### src/rtl/rdy_trk_pkg.sv
package rdy_trk_pkg;
  typedef enum logic {
    PIN_ANY = 1'b0,
    PIN_ALL = 1'b1
  } pin_fn_e;
endpackage

### src/rtl/rdy_flag_ctrl.sv
module rdy_flag_ctrl #(
  parameter int NUM_CH = 8,
  parameter int CH_W   = $clog2(NUM_CH)
) (
  input  logic              clk,
  input  logic              rst_n,
  input  logic              cvt_valid,
  input  logic [CH_W-1:0]   cvt_ch,
  input  logic              rd_req,
  input  logic [CH_W-1:0]   rd_ch,
  input  logic              mode_wr,
  input  logic              cal_start,
  input  logic              cal_done,
  output logic              busy,
  output logic [NUM_CH-1:0] flags
);
  logic [NUM_CH-1:0] flag_q, flag_d, pend_q, pend_d, cvt_oh, rd_oh;
  logic busy_q, cvt_fire, clr_all, set_all;

  assign cvt_fire = cvt_valid & ~busy_q;
  assign clr_all  = mode_wr | cal_start | (busy_q & ~cal_done);
  assign set_all  = busy_q & cal_done;

  always_comb begin
    cvt_oh = '0;
    rd_oh  = '0;
    if (cvt_fire) cvt_oh[cvt_ch] = 1'b1;
    if (rd_req)   rd_oh[rd_ch]   = 1'b1;
  end

  for (genvar i = 0; i < NUM_CH; i++) begin : g_ch
    logic f_nx, p_nx;
    always_comb begin
      p_nx = 1'b0;
      if (clr_all)                                f_nx = 1'b0;
      else if (set_all)                           f_nx = 1'b1;
      else if (cvt_oh[i] && (!flag_q[i] || rd_oh[i])) f_nx = 1'b1;
      else if (cvt_oh[i]) begin
        f_nx = 1'b0;
        p_nx = 1'b1;
      end
      else if (rd_oh[i])                          f_nx = 1'b0;
      else if (pend_q[i])                         f_nx = 1'b1;
      else                                        f_nx = flag_q[i];
    end
    assign flag_d[i] = f_nx;
    assign pend_d[i] = p_nx;
  end

  always_ff @(posedge clk) begin
    if (!rst_n) begin
      flag_q <= '0;
      pend_q <= '0;
      busy_q <= 1'b0;
    end else begin
      flag_q <= flag_d;
      pend_q <= pend_d;
      if (cal_start)     busy_q <= 1'b1;
      else if (cal_done) busy_q <= 1'b0;
    end
  end

  assign flags = flag_q;
  assign busy  = busy_q;
endmodule

### src/rtl/rdy_result_bank.sv
module rdy_result_bank #(
  parameter int NUM_CH  = 8,
  parameter int CH_W    = $clog2(NUM_CH),
  parameter int DATA_W  = 24,
  parameter int SHORT_W = 16
) (
  input  logic              clk,
  input  logic              rst_n,
  input  logic              wr_en,
  input  logic [CH_W-1:0]   wr_ch,
  input  logic [DATA_W-1:0] wr_data,
  input  logic              rd_req,
  input  logic [CH_W-1:0]   rd_ch,
  input  logic              rd_short,
  output logic              rd_vld,
  output logic [DATA_W-1:0] rd_data
);
  localparam int PAD_W = DATA_W - SHORT_W;

  logic [DATA_W-1:0] mem_q [NUM_CH];
  logic [DATA_W-1:0] sel_word, rd_word;

  for (genvar i = 0; i < NUM_CH; i++) begin : g_reg
    always_ff @(posedge clk) begin
      if (!rst_n)                        mem_q[i] <= '0;
      else if (wr_en && wr_ch == CH_W'(i)) mem_q[i] <= wr_data;
    end
  end

  assign sel_word = mem_q[rd_ch];
  assign rd_word  = rd_short ? {{PAD_W{1'b0}}, sel_word[DATA_W-1 -: SHORT_W]} : sel_word;

  always_ff @(posedge clk) begin
    if (!rst_n) begin
      rd_vld  <= 1'b0;
      rd_data <= '0;
    end else begin
      rd_vld <= rd_req;
      if (rd_req) rd_data <= rd_word;
    end
  end
endmodule

### src/rtl/rdy_pin_fn.sv
module rdy_pin_fn
  import rdy_trk_pkg::*;
#(
  parameter int NUM_CH = 8
) (
  input  logic [NUM_CH-1:0] flags,
  input  logic [NUM_CH-1:0] chan_en,
  input  pin_fn_e           fn,
  output logic              rdy_n
);
  logic any_set, all_set;
  assign any_set = |flags;
  assign all_set = (chan_en != '0) && ((flags & chan_en) == chan_en);
  assign rdy_n   = (fn == PIN_ALL) ? ~all_set : ~any_set;
endmodule

### src/rtl/rdy_tracker.sv
module rdy_tracker
  import rdy_trk_pkg::*;
#(
  parameter int NUM_CH  = 8,
  parameter int DATA_W  = 24,
  parameter int SHORT_W = 16,
  localparam int CH_W   = $clog2(NUM_CH)
) (
  input  logic              clk,
  input  logic              rst_n,
  input  logic              cvt_valid,
  output logic              cvt_ready,
  input  logic [CH_W-1:0]   cvt_ch,
  input  logic [DATA_W-1:0] cvt_data,
  input  logic              rd_req,
  input  logic [CH_W-1:0]   rd_ch,
  input  logic              rd_short,
  output logic              rd_data_vld,
  output logic [DATA_W-1:0] rd_data,
  input  logic              mode_wr,
  input  logic              cal_start,
  input  logic              cal_done,
  input  logic              rdy_fn,
  input  logic [NUM_CH-1:0] chan_en,
  output logic [NUM_CH-1:0] status,
  output logic              rdy_n
);
  logic busy;

  rdy_flag_ctrl #(.NUM_CH(NUM_CH), .CH_W(CH_W)) u_flags (
    .clk(clk), .rst_n(rst_n), .cvt_valid(cvt_valid), .cvt_ch(cvt_ch),
    .rd_req(rd_req), .rd_ch(rd_ch), .mode_wr(mode_wr),
    .cal_start(cal_start), .cal_done(cal_done), .busy(busy), .flags(status)
  );

  rdy_result_bank #(.NUM_CH(NUM_CH), .CH_W(CH_W), .DATA_W(DATA_W), .SHORT_W(SHORT_W)) u_bank (
    .clk(clk), .rst_n(rst_n), .wr_en(cvt_valid & ~busy), .wr_ch(cvt_ch),
    .wr_data(cvt_data), .rd_req(rd_req), .rd_ch(rd_ch), .rd_short(rd_short),
    .rd_vld(rd_data_vld), .rd_data(rd_data)
  );

  rdy_pin_fn #(.NUM_CH(NUM_CH)) u_pin (
    .flags(status), .chan_en(chan_en), .fn(pin_fn_e'(rdy_fn)), .rdy_n(rdy_n)
  );

  assign cvt_ready = ~busy;
endmodule

### config.mk
export PLATFORM = sky130hd
export DESIGN_NAME = rdy_tracker
export DESIGN_NICKNAME = d
export VERILOG_FILES = /design/src/rtl/rdy_trk_pkg.sv /design/src/rtl/rdy_flag_ctrl.sv /design/src/rtl/rdy_result_bank.sv /design/src/rtl/rdy_pin_fn.sv /design/src/rtl/rdy_tracker.sv
export SDC_FILE = /design/constraint.sdc
export NUM_CORES = 1
export LEC_CHECK = 0
export BUFFER_PORTS_ARGS = -buffer_cell sky130_fd_sc_hd__buf_2
export CORE_ASPECT_RATIO = 1.25
export CORE_MARGIN = 3
export CORE_UTILIZATION = 30
export DETAILED_ROUTE_END_ITERATION = 8
export PLACE_DENSITY = 0.56
export SYNTH_ARGS = -nofsm -noshare
export SYNTH_HDL_FRONTEND = slang
export SYNTH_SLANG_ARGS = --single-unit
export TNS_END_PERCENT = 50
### constraint.sdc
create_clock -name clk -period 3.4 [get_ports clk]
set_input_delay 0.34 -clock clk [delete_from_list [all_inputs] [get_ports clk]]
set_output_delay 0.34 -clock clk [all_outputs]
set_load 0.02 [all_outputs]
==> results.sh <==
export IMPL_outcome="completed"
export IMPL_setup_worst_path_start_class="flip-flop"
export IMPL_start_util_pct=30.8
export IMPL_maxSlewHeadroom_pct=42.7
export IMPL_period_needed_ps=2210
export IMPL_cts_hold_buffers=0
export IMPL_slowest_stage="dfxtp_1"
export IMPL_multiInputGateArea_sq_um=3600
export IMPL_cts_root_buf="clkbuf_16"
export IMPL_hold_class="in2reg"
export IMPL_hold_viol=0
export IMPL_grt_total_usage_pct=15.6
export IMPL_end_kind="output pin"
export IMPL_cts_resized=0
export IMPL_rows=75
export IMPL_path_class="reg2out"
export IMPL_crit_path_max_fanout=5
export IMPL_die_w_um=173
export IMPL_drt_iter0_markers=575
export IMPL_power_density_nw_per_um2=519
export IMPL_critPathRequiredTime_ps=3060
export IMPL_fin_setup_tns_ps=0
export IMPL_htree_levels=1
export IMPL_layout_nets=879
export IMPL_netSwitchingFraction_pct=23.2
export IMPL_dp_hpwl_mm=18.1
export IMPL_seqPwrFrac_pct=52.1
export IMPL_vdd_drop_max_uv=284
export IMPL_combPwrFrac_pct=8.5
export IMPL_worstPathCellList="nand2b_1 > o2111ai_1 > o41ai_1 > o21ai_0 > buf_2"
export IMPL_numCtsBuffers=23
export IMPL_yosysWarnings=0
export IMPL_dr_pass1_iters=4
export IMPL_grt_pass1_vias=6681
export IMPL_path_clk_slew_ps=60
export IMPL_p_int_w=0.00485
export IMPL_whs_ps=62.2
export IMPL_grt_max_degree=38
export IMPL_fmax_mhz=452
export IMPL_reg2reg_depth=4
export IMPL_grt_setup_unrepaired="false"
export IMPL_gp_congestion=0.790
export IMPL_min_period_over_period_pct=65.0
export IMPL_synth_edf_count=192
export IMPL_num_vias=6473
export IMPL_grt_pass1_wl_mm=43.7
export IMPL_routed_via_density=4.94
export IMPL_avgSynthCellArea_sq_um=14.0
export IMPL_ys_ff_latch=234
export IMPL_ant_nets=0
export IMPL_synthCells=750
export IMPL_seqCellArea_sq_um=6610
export IMPL_coreArea_sq_um=34000
export IMPL_port_buffer_count=81
export IMPL_max_stage_delay_ps=400
export IMPL_p_leak_nw=4.61
export IMPL_syn_nets=797
export IMPL_p_switching_w=0.00146
export IMPL_yosysSeqAreaShare_pct=63.1
export IMPL_tightest_slew_ps=858
export IMPL_syn_cell_area_sq_um=10500
export IMPL_clockBufferDepth=3
export IMPL_grt_remaining_overflow=0
export IMPL_cp_depth=5
export IMPL_hold_depth=2
export IMPL_cts_tree="built"
export IMPL_final_max_slew_viol_count=0
export IMPL_ios=82
export IMPL_post_cts_buffers=0
export IMPL_setup_viol=0
export IMPL_maxCapViolCount=0
export IMPL_finClkSkew_ps=7.35
export IMPL_clk_latency_ps=510
export IMPL_async_reset_ff_share_pct=0
export IMPL_p_clk_share_pct=39.4
export IMPL_antenna_found_initial=2
export IMPL_wl_per_cell_um=22.7
export IMPL_synth_cell_type_count=40
export IMPL_die_area_sq_um=37200
export IMPL_worst_path_buf_inv=1
export IMPL_area_growth_pct=16.1
export IMPL_drc_errors=0
export IMPL_drt_wl_total_mm=29.7
export IMPL_dieHeight_um=215
export IMPL_fillerInstances=3305
export IMPL_ys_flop_type="edfxtp_1"
export IMPL_drive_above_1_share_pct=20.5
export IMPL_crit_family="compound AO/OA/AOI/OAI gates"
export IMPL_cts_sinks=234
export IMPL_placed_cell_area_sq_um=11400
export IMPL_worstPathArrival_ps=1870
export IMPL_fin_area_sq_um=12200
synthesized netlist by cell type, types with 3 or more instances:
| master | count | share of area (%) |
|---|---|---|
| mux4_2 | 34 | 7.3 |
| nand2_1 | 11 | 0.39 |
| dfxtp_1 | 42 | 8.0 |
| a22oi_1 | 7 | 0.50 |
| o21ai_0 | 19 | 0.91 |
| o22ai_1 | 10 | 0.60 |
| mux2i_1 | 44 | 4.2 |
| clkbuf_1 | 28 | 1.0 |
| buf_4 | 3 | 0.22 |
| o22a_1 | 8 | 0.67 |
| a21oi_1 | 16 | 0.76 |
| nand3b_1 | 8 | 0.57 |
| and2_1 | 209 | 12 |
| inv_1 | 14 | 0.50 |
| buf_6 | 4 | 0.43 |
| nand3_1 | 8 | 0.38 |
| nor2b_1 | 3 | 0.18 |
| edfxtp_1 | 192 | 55 |
| o211ai_1 | 7 | 0.50 |
| o2111ai_1 | 9 | 0.75 |
| buf_2 | 9 | 0.43 |
| a221oi_1 | 8 | 0.67 |
| nand2b_1 | 15 | 0.90 |
| nor2_1 | 12 | 0.43 |
| and3_1 | 9 | 0.54 |
cell usage in the layout, fill, tap and decap left out, drive strengths merged, types with 9 or more instances in the layout:
cell       n
buf      103
dfxtp     42
nor2      12
clkbuf    31
and2     209
mux2i     44
nand2     12
o2111ai    9
o22ai     10
mux4      34
nand2b    16
inv       14
a21oi     16
o21ai     19
and3       9
edfxtp   192
metrics by stage:
step	utilization (%)	power [W]	std cells	setup slack (ps)
floorplan	-	0.00364	750	711
global placement	33.7	0.00389	1269	1020
detailed placement	33.7	0.00389	1269	1020
CTS	35.8	0.00637	1309	1130
global route	35.8	0.00650	1309	1110
finish	35.8	0.00631	1310	1190
kinds of logic after synthesis:
kind of cell	Yosys count	synth area share, %
and+or+nand+nor	291	17.1
DFF	234	63.1
muxes	78	11.5
buffers and inverters	60	2.65
AOI/OAI and AO/OA	87	5.60
metal layers:
layer	vias to the layer above	global-route usage (%)	part of all wire, %
li1	2928	-	-
met1	3320	19.5	42
met4	2	5.68	2.9
met5	-	0	0.044
met3	47	2.54	4.9
met2	176	27.3	51
power groups by stage:
stage | registers, W | logic, W | clock network [W]
finish | 0.00329 | 0.000535 | 0.00249
global route | 0.00330 | 0.000573 | 0.00263
floorplan | 0.00335 | 0.000288 | 0
CTS | 0.00329 | 0.000542 | 0.00253
global placement | 0.00335 | 0.000536 | 0
detailed placement | 0.00335 | 0.000541 | 0
sequential cells by signal, summed over array words and instances (netlist names):
register and flops:
u_bank.mem_q 192, u_bank.rd_data 24, u_bank.rd_vld 1, u_flags.busy 1, u_flags.flags 8, u_flags.pend_q 8
worst reg2reg max path: stages (launching register included):
cell and delay, ps:
dfxtp_1 370, and2b_1 440, and2_1 200, nand2b_1 560
buf_12 270
area by class of cell:
class / instances / area share [%]
diodes: 1 / 0.0206
clock buffers: 31 / 5.06
clock inverters: 9 / 0.802
inverters: 14 / 0.432
multi-input cells: 456 / 29.6
flip-flops and latches: 234 / 54.3
well taps: 462 / 4.75
repair buffers: 103 / 5.02
final timing paths:
| check | from | to | slack (ps) |
|---|---|---|---|
| hold / removal | cal_start | u_flags.busy$_SDFFE_PN0P_ | 60 |
| hold reg to reg | u_bank.rd_data[0]$_SDFFE_PN0P_ | u_bank.rd_data[0]$_SDFFE_PN0P_ | 520 |
| setup / recovery | u_flags.flags[7]$_SDFFE_PP0P_ | rdy_n | 1190 |
| setup reg to reg | u_flags.busy$_SDFFE_PN0P_ | u_bank.mem_q[5][23]$_SDFFCE_PN0P_ | 1240 |
Note: power is estimated with default switching activity, not from simulation.
